[src/rtl/pmp_chk_pkg.sv]
package pmp_chk_pkg;

  localparam int IDX_W = 8;

  typedef enum logic [1:0] {
    MATCH_OFF   = 2'd0,
    MATCH_RANGE = 2'd1,
    MATCH_WORD  = 2'd2,
    MATCH_POW2  = 2'd3
  } matchMode_e;

  // Strobes from the scan control to the datapath.
  typedef struct packed {
    logic             noRules;
    logic             found;
    logic             split;
    logic [IDX_W-1:0] selIdx;
  } scanStrobe_t;

  // Lockdown table for machine mode; key = {L,R,W,X}, result = {X,W,R}.
  function automatic logic [2:0] lockTableMachine(input logic [3:0] key);
    case (key)
      4'd2, 4'd3, 4'd14:  lockTableMachine = 3'b011;
      4'd9, 4'd10:        lockTableMachine = 3'b100;
      4'd11, 4'd13:       lockTableMachine = 3'b101;
      4'd12, 4'd15:       lockTableMachine = 3'b001;
      default:            lockTableMachine = 3'b000;
    endcase
  endfunction

  // Lockdown table for the lower modes.
  function automatic logic [2:0] lockTableOther(input logic [3:0] key);
    case (key)
      4'd1, 4'd10, 4'd11: lockTableOther = 3'b100;
      4'd2, 4'd4, 4'd15:  lockTableOther = 3'b001;
      4'd3, 4'd6:         lockTableOther = 3'b011;
      4'd5:               lockTableOther = 3'b101;
      4'd7:               lockTableOther = 3'b111;
      default:            lockTableOther = 3'b000;
    endcase
  endfunction

endpackage

[src/rtl/pmp_scan_ctrl.sv]
module pmp_scan_ctrl
  import pmp_chk_pkg::*;
#(
  parameter int N  = 16,
  parameter int CW = $clog2(N + 1)
) (
  input  logic [N-1:0]  startIn,
  input  logic [N-1:0]  endIn,
  input  logic [CW-1:0] numEntries,
  output scanStrobe_t   strobe
);

  always_comb begin
    logic done;
    done           = 1'b0;
    strobe.noRules = (numEntries == '0);
    strobe.found   = 1'b0;
    strobe.split   = 1'b0;
    strobe.selIdx  = '0;
    for (int i = 0; i < N; i++) begin
      if (!done && (i < int'(numEntries))) begin
        if (startIn[i] ^ endIn[i]) begin
          strobe.split  = 1'b1;
          strobe.selIdx = IDX_W'(i);
          done          = 1'b1;
        end else if (startIn[i] & endIn[i]) begin
          strobe.found  = 1'b1;
          strobe.selIdx = IDX_W'(i);
          done          = 1'b1;
        end
      end
    end
  end

endmodule

[src/rtl/pmp_range_dp.sv]
module pmp_range_dp
  import pmp_chk_pkg::*;
#(
  parameter int N          = 16,
  parameter int AW         = 32,
  parameter int SZW        = 13,
  parameter int PAGE_BITS  = 12,
  parameter int WORD_BYTES = 4,
  localparam int RW        = AW - 2,
  localparam int IW        = (N > 1) ? $clog2(N) : 1
) (
  input  logic            clk,
  input  logic            rstN,
  input  logic            reqValid,
  input  logic [AW-1:0]   reqAddr,
  input  logic [SZW-1:0]  reqSize,
  input  logic [1:0]      reqPriv,
  input  logic [2:0]      reqType,
  input  logic            xlateOn,
  input  logic            lockdown,
  input  logic [N*8-1:0]  entCfg,
  input  logic [N*RW-1:0] entAddr,
  input  scanStrobe_t     strobe,
  output logic [N-1:0]    startIn,
  output logic [N-1:0]    endIn,
  output logic            rspValid,
  output logic            rspHit,
  output logic [IW-1:0]   rspIndex,
  output logic            rspViolation,
  output logic [2:0]      rspAllowed,
  output logic [2:0]      rspGrant
);

  localparam logic [AW-1:0] PAGE_SIZE = AW'(1) << PAGE_BITS;

  logic [AW-1:0] spanBytes;
  logic [AW-1:0] lastAddr;
  logic [7:0]    cfgArr [N];

  always_comb begin
    if (reqSize == '0) begin
      if (xlateOn) spanBytes = PAGE_SIZE - AW'(reqAddr[PAGE_BITS-1:0]);
      else         spanBytes = AW'(WORD_BYTES);
    end else begin
      spanBytes = AW'(reqSize);
    end
    lastAddr = reqAddr + spanBytes - AW'(1);
  end

  function automatic logic inEntry(input logic [1:0] mode,
                                   input logic [RW-1:0] curReg,
                                   input logic [RW-1:0] prevReg,
                                   input logic [AW-1:0] byteAddr);
    logic [RW-1:0] wordAddr;
    logic [RW-1:0] sizeMask;
    wordAddr = byteAddr[AW-1:2];
    sizeMask = curReg ^ (curReg + RW'(1));
    case (matchMode_e'(mode))
      MATCH_RANGE: inEntry = (wordAddr >= prevReg) && (wordAddr < curReg);
      MATCH_WORD:  inEntry = (wordAddr == curReg);
      MATCH_POW2:  inEntry = ((wordAddr | sizeMask) == (curReg | sizeMask));
      default:     inEntry = 1'b0;
    endcase
  endfunction

  for (genvar g = 0; g < N; g++) begin : g_ent
    logic [RW-1:0] curReg;
    logic [RW-1:0] prevReg;
    assign curReg = entAddr[g*RW +: RW];
    if (g == 0) begin : g_first
      assign prevReg = '0;
    end else begin : g_rest
      assign prevReg = entAddr[(g-1)*RW +: RW];
    end
    assign cfgArr[g]  = entCfg[g*8 +: 8];
    assign startIn[g] = inEntry(cfgArr[g][4:3], curReg, prevReg, reqAddr);
    assign endIn[g]   = inEntry(cfgArr[g][4:3], curReg, prevReg, lastAddr);
  end

  logic [7:0] selCfg;
  logic       isMachine;
  logic [3:0] lockKey;
  logic [2:0] allowedNext;

  assign selCfg    = cfgArr[strobe.selIdx[IW-1:0]];
  assign isMachine = (reqPriv == 2'b11);
  assign lockKey   = {selCfg[7], selCfg[0], selCfg[1], selCfg[2]};

  always_comb begin
    if (strobe.noRules)            allowedNext = 3'b111;
    else if (strobe.split)         allowedNext = 3'b000;
    else if (!strobe.found)        allowedNext = isMachine ? 3'b111 : 3'b000;
    else if (!lockdown)            allowedNext = (isMachine && !selCfg[7]) ? 3'b111 : selCfg[2:0];
    else if (isMachine)            allowedNext = lockTableMachine(lockKey);
    else                           allowedNext = lockTableOther(lockKey);
  end

  always_ff @(posedge clk) begin
    if (!rstN) begin
      rspValid     <= 1'b0;
      rspHit       <= 1'b0;
      rspIndex     <= '0;
      rspViolation <= 1'b0;
      rspAllowed   <= 3'b000;
      rspGrant     <= 3'b000;
    end else begin
      rspValid <= reqValid;
      if (reqValid) begin
        rspHit       <= strobe.found && !strobe.noRules;
        rspViolation <= strobe.split && !strobe.noRules;
        rspIndex     <= strobe.selIdx[IW-1:0];
        rspAllowed   <= allowedNext;
        rspGrant     <= allowedNext & reqType;
      end
    end
  end

endmodule

[src/rtl/pmp_perm_check.sv]
module pmp_perm_check
  import pmp_chk_pkg::*;
#(
  parameter int N          = 16,
  parameter int AW         = 32,
  parameter int SZW        = 13,
  parameter int PAGE_BITS  = 12,
  parameter int WORD_BYTES = 4,
  localparam int RW        = AW - 2,
  localparam int CW        = $clog2(N + 1),
  localparam int IW        = (N > 1) ? $clog2(N) : 1
) (
  input  logic            clk,
  input  logic            rstN,
  input  logic            reqValid,
  input  logic [AW-1:0]   reqAddr,
  input  logic [SZW-1:0]  reqSize,
  input  logic [1:0]      reqPriv,
  input  logic [2:0]      reqType,
  input  logic            xlateOn,
  input  logic            lockdown,
  input  logic [CW-1:0]   numEntries,
  input  logic [N*8-1:0]  entCfg,
  input  logic [N*RW-1:0] entAddr,
  output logic            rspValid,
  output logic            rspHit,
  output logic [IW-1:0]   rspIndex,
  output logic            rspViolation,
  output logic [2:0]      rspAllowed,
  output logic [2:0]      rspGrant
);

  scanStrobe_t  strobe;
  logic [N-1:0] startIn;
  logic [N-1:0] endIn;

  pmp_scan_ctrl #(.N(N), .CW(CW)) u_ctrl (
    .startIn    (startIn),
    .endIn      (endIn),
    .numEntries (numEntries),
    .strobe     (strobe)
  );

  pmp_range_dp #(
    .N(N), .AW(AW), .SZW(SZW), .PAGE_BITS(PAGE_BITS), .WORD_BYTES(WORD_BYTES)
  ) u_dp (
    .clk          (clk),
    .rstN         (rstN),
    .reqValid     (reqValid),
    .reqAddr      (reqAddr),
    .reqSize      (reqSize),
    .reqPriv      (reqPriv),
    .reqType      (reqType),
    .xlateOn      (xlateOn),
    .lockdown     (lockdown),
    .entCfg       (entCfg),
    .entAddr      (entAddr),
    .strobe       (strobe),
    .startIn      (startIn),
    .endIn        (endIn),
    .rspValid     (rspValid),
    .rspHit       (rspHit),
    .rspIndex     (rspIndex),
    .rspViolation (rspViolation),
    .rspAllowed   (rspAllowed),
    .rspGrant     (rspGrant)
  );

endmodule

[config.mk]
export PLATFORM = sky130hd
export DESIGN_NAME = pmp_perm_check
export DESIGN_NICKNAME = d
export VERILOG_FILES = /design/src/rtl/pmp_chk_pkg.sv /design/src/rtl/pmp_scan_ctrl.sv /design/src/rtl/pmp_range_dp.sv /design/src/rtl/pmp_perm_check.sv
export SDC_FILE = /design/constraint.sdc
export NUM_CORES = 2
export LEC_CHECK = 0
export CAP_MARGIN = 20
export CORE_MARGIN = 2
export CORE_UTILIZATION = 41
export CTS_CLUSTER_SIZE = 8
export DETAILED_ROUTE_END_ITERATION = 6
export PLACE_DENSITY = 0.73
export SYNTH_ARGS = -nofsm -noshare
export SYNTH_HDL_FRONTEND = slang
export SYNTH_SLANG_ARGS = --single-unit
[constraint.sdc]
create_clock -name clk -period 15.9 [get_ports clk]
set_input_delay 4.77 -clock clk [delete_from_list [all_inputs] [get_ports clk]]
set_output_delay 4.77 -clock clk [all_outputs]
set_load 0.02 [all_outputs]
Word-level counts from Yosys, hierarchy flattened
Memory sizes are Yosys's and may differ from the RTL's.
Cells that the tools add are included.
{ "word_totals": {"elab_cells": 570, "romBits": 96, "out_inout_bits": 13, "reg_bits": 13, "n_memories": 2, "inputBits": 668} }
{ "op_classes": {"muxes": 182, "magnitude_cmp": 81, "n_eq_ne": 113, "n_reduce_logical": 69, "add_sub_neg": 19, "n_bitwise": 98} }
{ "mem_list": {"columns": ["memory", "depth", "width", "read_ports", "rd_clocked_by_memory_dff", "write_ports", "line", "source"], "rows": [
  ["(name not given)", 16, 3, 1, 0, 0, "pmp_chk_pkg.sv:22", "case (key)"],
  ["(name not given)", 16, 3, 1, 0, 0, "pmp_chk_pkg.sv:33", "case (key)"]
]} }
{ "ops": {"columns": ["cell", "n"], "rows": [
  ["$eq 30x30->1", 64],
  ["$or 30x30->30", 48],
  ["$lt 30x30->1", 32],
  ["$ge 30x30->1", 30],
  ["$add 30x1->30 const B", 16],
  ["$xor 30x30->30", 16],
  ["$mux 8", 32],
  ["$mux 10", 16],
  ["$pmux 1 s3", 32],
  ["$mux 1", 92],
  ["$eq 2x2->1 const B", 33],
  ["$mux 32", 2],
  ["$ge 30x1->1 const B", 2],
  ["$logic_and 1x1->1", 50],
  ["$lt 4x5->1 const A", 8],
  ["$add 32x32->32", 1],
  ["$bmux 8 s4", 1],
  ["$eq 2x1->1 const B", 16],
  ["$sub 32x1->32 const B", 1],
  ["$mux 3", 7],
  ["$lt 3x5->1 const A", 4],
  ["$logic_not 1->1", 17],
  ["$and 1x1->1", 16],
  ["$xor 1x1->1", 16],
  ["8 further kinds", 10]
]} }

Depth between registers and ports, before layout
{ "logic_depth": {"ltp_word": 69, "mapped_depth": 51, "mapped_depth_nobuf": 47} }

Hierarchy
A second synthesis with hierarchy kept.
{ "unflattened": {"hier_cells": 8230, "hier_area_um2": 59797.4} }
{ "by_module_without_submodules": {"columns": ["mod", "n_inst", "cells_each", "area_per_inst_um2", "seq_area_each_um2"], "rows": [
  ["pmp_range_dp", 1, 8033, 58478.6, 260.2],
  ["pmp_scan_ctrl", 1, 197, 1318.8, 0.0]
]} }

Least setup slack after synthesis
No wires, ideal clock.
{ "synth_path": {"kind": "input -> register", "from": "input reqAddr[4]", "to": "register u_dp.rspGrant[2]", "t_arrival_ps": 14948, "setup_ps": 122, "required_ps": 15778, "slack_ps": 830, "path_buffers": 4, "cell_stages": 43, "cell_sequence": "clkbuf_1 clkbuf_1 or3_1 nor3_1 xnor2_1 a21oi_1 ha_1 inv_1 ha_1 a21o_1 a21o_1 a21o_1 a221o_1 o21a_1 o21ai_0 o21ai_0 o21a_1 nor2_1 (+7 left out) a31oi_1 and2_1 a211o_1 ha_1 or3b_4 a2111o_1 a311oi_4 nand4_2 o22a_1 a21oi_4 buf_8 mux2_1 a211oi_1 nand2_1 nor3b_1 o21a_1 o311ai_2 o21ai_1"} }
{ "synth_between": {"elab_chain_cells": 69, "word_cells_on_any_way": 444, "classes_between": "add/sub (3); order compare (64); eq/ne (64); mux (181); bitwise (66); reduce/logical (64); memory (2)"} }
{ "synth_rtl": {"columns": ["item", "line", "source"], "rows": [
  ["from (decl)", "pmp_perm_check.sv:16", "input logic [AW-1:0] reqAddr,"],
  ["$sub 13x12->14", "pmp_range_dp.sv:42", "if (xlateOn) spanBytes = PAGE_SIZE - AW'(reqAddr[PAGE_BITS-1:0]);"],
  ["$mux 32", "pmp_range_dp.sv:42", null],
  ["$mux 32", "pmp_range_dp.sv:41", "if (reqSize == '0) begin"],
  ["$add 32x32->32", "pmp_range_dp.sv:47", "lastAddr = reqAddr + spanBytes - AW'(1);"],
  ["$sub 32x1->32", "pmp_range_dp.sv:47", null],
  ["$ge 30x1->1, or another cell as far along", "pmp_range_dp.sv:59", "MATCH_RANGE: inEntry = (wordAddr >= prevReg) && (wordAddr < curReg);"],
  ["$logic_and 1x1->1 or $eq 30x30->1 (tied branches)", "pmp_range_dp.sv:59, pmp_range_dp.sv:61", null],
  ["$pmux 1 s3", "pmp_range_dp.sv:58", "case (matchMode_e'(mode))"],
  ["(+45 left out)", null, null],
  ["$mux 10 or $mux 1 (tied branches)", "pmp_scan_ctrl.sv:21", "if (!done && (i < int'(numEntries))) begin"],
  ["$mux 8 or $logic_not 1->1 (tied branches)", "pmp_scan_ctrl.sv:26, pmp_scan_ctrl.sv:21", null],
  ["$mux 8 or $logic_and 1x1->1 (tied branches)", "pmp_scan_ctrl.sv:22, pmp_scan_ctrl.sv:21", null],
  ["$mux 10 *", "pmp_scan_ctrl.sv:21", null],
  ["branches (longest 9 deep; another with $mem_v2 16x3)", null, null],
  ["$mux 3 *", "pmp_range_dp.sv:91", "else if (strobe.split) allowedNext = 3'b000;"],
  ["$mux 3 *", "pmp_range_dp.sv:90", "if (strobe.noRules) allowedNext = 3'b111;"],
  ["$and 3x3->3 *", "pmp_range_dp.sv:113", "rspGrant <= allowedNext & reqType;"],
  ["to (signal assigned)", "pmp_range_dp.sv:113", null],
  ["to (decl)", "pmp_range_dp.sv:31", "output logic [2:0] rspGrant"]
]} }
Every way passes the cells marked *. The select of a mux whose other input is x is not followed.
A chain may end at the register's enable or synchronous reset.

Worst setup path after layout
{ "layout_path": {"from": "input reqSize[1]", "to": "register u_dp.rspGrant[1]"} }
{ "layout_between": {"elab_chain_cells": 68, "word_cells_on_any_way": 331, "classes_between": "add/sub (2); order compare (32); eq/ne (32); mux (164); bitwise (50); reduce/logical (49); memory (2)"} }
{ "layout_rtl": {"columns": ["item", "line", "source"], "rows": [
  ["from (decl)", "pmp_perm_check.sv:17", "input logic [SZW-1:0] reqSize,"],
  ["$logic_not 13->1", "pmp_range_dp.sv:41", null],
  ["$mux 32 *", "pmp_range_dp.sv:41", null],
  ["$add 32x32->32 *", "pmp_range_dp.sv:47", null],
  ["$sub 32x1->32 *", "pmp_range_dp.sv:47", null],
  ["$ge 30x1->1, or another cell as far along", "pmp_range_dp.sv:59", null],
  ["$logic_and 1x1->1 or $eq 30x30->1 (tied branches)", "pmp_range_dp.sv:59, pmp_range_dp.sv:61", null],
  ["$pmux 1 s3", "pmp_range_dp.sv:58", null],
  ["$and 1x1->1", "pmp_scan_ctrl.sv:26", "end else if (startIn[i] & endIn[i]) begin"],
  ["(+44 left out)", null, null],
  ["$mux 10 or $mux 1 (tied branches)", "pmp_scan_ctrl.sv:21", null],
  ["$mux 8 or $logic_not 1->1 (tied branches)", "pmp_scan_ctrl.sv:26, pmp_scan_ctrl.sv:21", null],
  ["$mux 8 or $logic_and 1x1->1 (tied branches)", "pmp_scan_ctrl.sv:22, pmp_scan_ctrl.sv:21", null],
  ["$mux 10 *", "pmp_scan_ctrl.sv:21", null],
  ["branches (longest 9 deep; another with $mem_v2 16x3)", null, null],
  ["$mux 3 *", "pmp_range_dp.sv:91", null],
  ["$mux 3 *", "pmp_range_dp.sv:90", null],
  ["$and 3x3->3 *", "pmp_range_dp.sv:113", null]
]} }
Marks and branches as above.

==> run_results.csv <==
group,metric,value,unit
run_status,status,"finished, final reports clean",
detailed_routing,drt_iter0_drc,6908,
clock_network,htreeDepth,1,
yosys,synth-seq-cells,13,
setup_path,critPathBufInv,10,
clock_network,clk_latency,0.24,ns
place,dp_hpwl,232000,microns
global_route,grt.total_usage,0.375,
sta,min_period,15.66,ns
global_route,antenna_found_initial,62,
clock_network,clockBufferDepth,2,
setup_path,cpPeakStageDelay,0.57,ns
floorplan,start_util,0.413,
place,pre_cts_ws,-0.0907,ns
power_and_ir_drop,p_switching,2.19,mW
yosys,syn_nets,9915,
global_route,grt_pass1_wl,396000,microns
global_route,met1_usage,0.466,
global_route,grt_max_degree,33,
detailed_routing,ant_nets,0,
sta,worst_pin_slew,1.28,ns
setup_path,critPathSlowestCell,"or4_4",
layout,final_util,0.492,
power_and_ir_drop,p_seq_frac,0.010,
floorplan,ios,681,
detailed_routing,num_vias,64247,
sta,setup_ws,0.237,ns
floorplan,rows,136,
detailed_routing,wl_per_cell,27.0,microns
setup_path,startpoint_type,"primary input",
floorplan,die-area,0.141,sq mm
yosys,synth_warnings,0,
detailed_routing,dr.pass1.iters,7,
yosys,ys_async_sr_fraction,0,
place,place_congestion,1.06,
setup_path,crit_family,"simple AND/OR/NAND/NOR gates",
place,numPortBuffers,648,
setup_path,end_kind,"register",
layout,area_delta_synth_final,19.3,%
global_route,grt_pass1_vias,61136,
global_route,top_usage_layer,"met2",
clock_network,root_buffer,"clkbuf_16",
global_route,use_met2,0.572,
yosys,synth_cell_types,95,
power_and_ir_drop,p_total,3.67,mW
power_and_ir_drop,pwr_density_cell,54.2,mW/mm^2
layout,fillers,13355,
clock_network,cts_tree,"done",
yosys,synth_area,0.0567,sq mm
power_and_ir_drop,p_leak,31.0,nW
setup_path,required,16.03,ns
setup_path,worstPathArrival,15.80,ns
setup_path,cp_max_fo,7,
sta,hold_viol_final,0,
clock_network,cts_buffers,3,
clock_network,clkSinkCount,13,
power_and_ir_drop,pwr-share-comb,0.977,
power_and_ir_drop,p_int,1.48,mW
yosys,avgSynthCellArea,7.32,sq um
power_and_ir_drop,irDropWorstVdd,59.6,uV
sta,maxSlewViolCount,0,
flow_run,maxCapViolCount,0,
floorplan,fp.coreArea,0.137,sq mm
layout,fin_nets,10729,
sta,finalSetupViolCount,0,
detailed_routing,drc_errors,0,
detailed_routing,wirelength,280000,microns
yosys,synth-edff-count,0,
clock_network,cts_hold_buf,0,
sta,whs,0.451,ns
layout,layout-drive-gt1-share,0.0530,
power_and_ir_drop,p_sw_frac,0.597,
power_and_ir_drop,pwr-share-clk,0.013,
yosys,synth-main-ff-cell,"dfxtp_1",
yosys,seq_area_frac_synth,0.00459,
sta,max_freq,63.8,MHz
global_route,grt_use_met3,0.101,
global_route,grt_overflow,0,
sta,fin_skew,0,ns
setup_path,criticalPathCategory,"primary input to register",
detailed_routing,viasPerCell,6.19,
sta,setup_tns,0,ns
clock_network,clk_pin_slew_worst_paths,0.04,ns
floorplan,die_h,376,microns
hold_path,hp-class,"register to register",
sta,slew-limit-headroom,0.141,
sta,min_period_over_period,0.985,
setup_path,crit_path_frequent_cell,"buf_4",
yosys,synthCells,7746,
floorplan,die_x,376,microns
placed cells by master, fill, tap and decap left out, types with 26 or more instances in the layout:
cell type / Yosys / routed
ha_1: 1500 / 1500
nor2_1: 994 / 988
xor2_1: 874 / 870
inv_1: 667 / 662
clkdlybuf4s50_1: 0 / 618
xnor2_1: 513 / 502
nand4_1: 434 / 434
a21oi_1: 320 / 316
buf_4: 0 / 286
nand3_1: 273 / 272
nand2_1: 235 / 233
o21a_1: 217 / 217
o21ai_0: 212 / 209
nor4_1: 176 / 168
a21o_1: 164 / 164
nor2b_1: 156 / 156
nand2b_1: 150 / 150
nor3_1: 137 / 135
or3_1: 80 / 80
and3_1: 64 / 63
or2_2: 31 / 31
mux2i_1: 30 / 29
buf_2: 3 / 29
diode_2: 0 / 27
or4_1: 27 / 26
metrics by stage:
| stage | area [sq um] | instances |
|---|---|---|
| 2_1_floorplan | 56700 | 7746 |
| 3_3_place_gp | 67200 | 10342 |
| 3_5_place_dp | 67200 | 10342 |
| 4_1_cts | 67300 | 10346 |
| 5_1_grt | 67600 | 10364 |
| 6_report | 67600 | 10380 |
metal layers:
layer,routed length (microns),up-vias
met4,20500,56
met5,361,-
met1,109000,30128
li1,-,29269
met2,116000,3767
met3,34300,1027
layout make-up:
type,instances,area [sq um],area share
repair buffers,943,8650,0.128
diodes,27,67.6,0.000999
well taps,1794,2240,0.0332
inverters,667,2500,0.0370
clock buffers,4,78.8,0.00117
multi-input cells,6932,53800,0.796
flip-flops and latches,13,260,0.00385
power groups by stage:
stage | Combinational [mW] | Clock, mW | Sequential [mW]
2_1_floorplan | 2.02 | 0 | 0.0413
3_3_place_gp | 3.33 | 0 | 0.0375
3_5_place_dp | 3.41 | 0 | 0.0377
4_1_cts | 3.43 | 0.0482 | 0.0371
5_1_grt | 3.82 | 0.0501 | 0.0374
6_report | 3.58 | 0.0475 | 0.0372
synth_stat cells, types with 8 or more instances:
| master | number | share of area |
|---|---|---|
| and4_1 | 8 | 0.0012 |
| and3_1 | 64 | 0.0071 |
| nor3_1 | 137 | 0.012 |
| a2111oi_0 | 14 | 0.0022 |
| a21o_1 | 164 | 0.022 |
| mux2i_1 | 30 | 0.0053 |
| a221oi_1 | 20 | 0.0031 |
| o21a_1 | 217 | 0.029 |
| o21bai_1 | 10 | 0.0013 |
| o2111ai_1 | 11 | 0.0017 |
| o311ai_0 | 8 | 0.0012 |
| and2_1 | 19 | 0.0021 |
| or4_1 | 27 | 0.0036 |
| nand4b_1 | 8 | 0.0012 |
| a21oi_1 | 320 | 0.028 |
| a31oi_1 | 19 | 0.0021 |
| nand3_1 | 273 | 0.024 |
| nand2b_1 | 150 | 0.017 |
| inv_1 | 667 | 0.044 |
| a211oi_1 | 20 | 0.0026 |
| nand4_1 | 434 | 0.048 |
| nand2_1 | 235 | 0.016 |
| nor2b_1 | 156 | 0.017 |
| or3_1 | 80 | 0.0088 |
| o22ai_1 | 13 | 0.0014 |
| nor4_1 | 176 | 0.019 |
| nor2_1 | 994 | 0.066 |
| xnor2_1 | 513 | 0.079 |
| xor2_1 | 874 | 0.14 |
| nand3b_1 | 11 | 0.0015 |
| or2_2 | 31 | 0.0034 |
| clkbuf_1 | 121 | 0.0080 |
| o211a_1 | 10 | 0.0018 |
| dfxtp_1 | 13 | 0.0046 |
| o21ai_0 | 212 | 0.019 |
| o31ai_1 | 14 | 0.0019 |
| o211ai_1 | 22 | 0.0029 |
| o311a_1 | 8 | 0.0014 |
| ha_1 | 1500 | 0.33 |
worst register-to-register path, stage by stage, from the launching register on:
cell     delay, ns
dfxtp_1       0.30
o21ai_0       0.18
o21ba_1       0.19
flip-flops by register name, summed over array words and instances (netlist names):
signal / count
u_dp.rspGrant: 3
u_dp.rspAllowed: 3
u_dp.rspHit: 1
u_dp.rspIndex: 4
u_dp.rspViolation: 1
u_dp.rspValid: 1
worst paths after layout:
kind / slack (ns) / depth (start not counted) / to / start
max: 0.24 / 51 / u_dp.rspGrant[1]$_SDFFE_PN0P_ / reqSize[1]
min: 0.45 / 2 / u_dp.rspAllowed[2]$_SDFFE_PN0P_ / u_dp.rspAllowed[2]$_SDFFE_PN0P_
max reg2reg: 15.12 / 2 / u_dp.rspAllowed[1]$_SDFFE_PN0P_ / u_dp.rspAllowed[1]$_SDFFE_PN0P_
min reg2reg: 0.45 / 2 / u_dp.rspAllowed[2]$_SDFFE_PN0P_ / u_dp.rspAllowed[2]$_SDFFE_PN0P_
cell families (layout without fill, tap and decap cells):
kind of cell | Yosys count | count (layout) | share of synthesized area
xor+xnor | 1387 | 1387 | 0.214
fa+ha+maj | 1501 | 1501 | 0.332
simple gates | 2827 | 2827 | 0.251
buf+inv | 801 | 1614 | 0.0537
mux | 37 | 37 | 0.00695
flops | 13 | 13 | 0.00459
other cells | 0 | 27 | 0
compound gates | 1180 | 1180 | 0.137
repair_timing:
action / 4_1_cts / 5_1_grt
setup buffers: 0 / 7
gates resized for setup: 0 / 40
hold endpoints to repair: 0 / 0
endpoints found under the setup margin: 0 / 6
No activity file was read; power rests on OpenSTA's default activity.
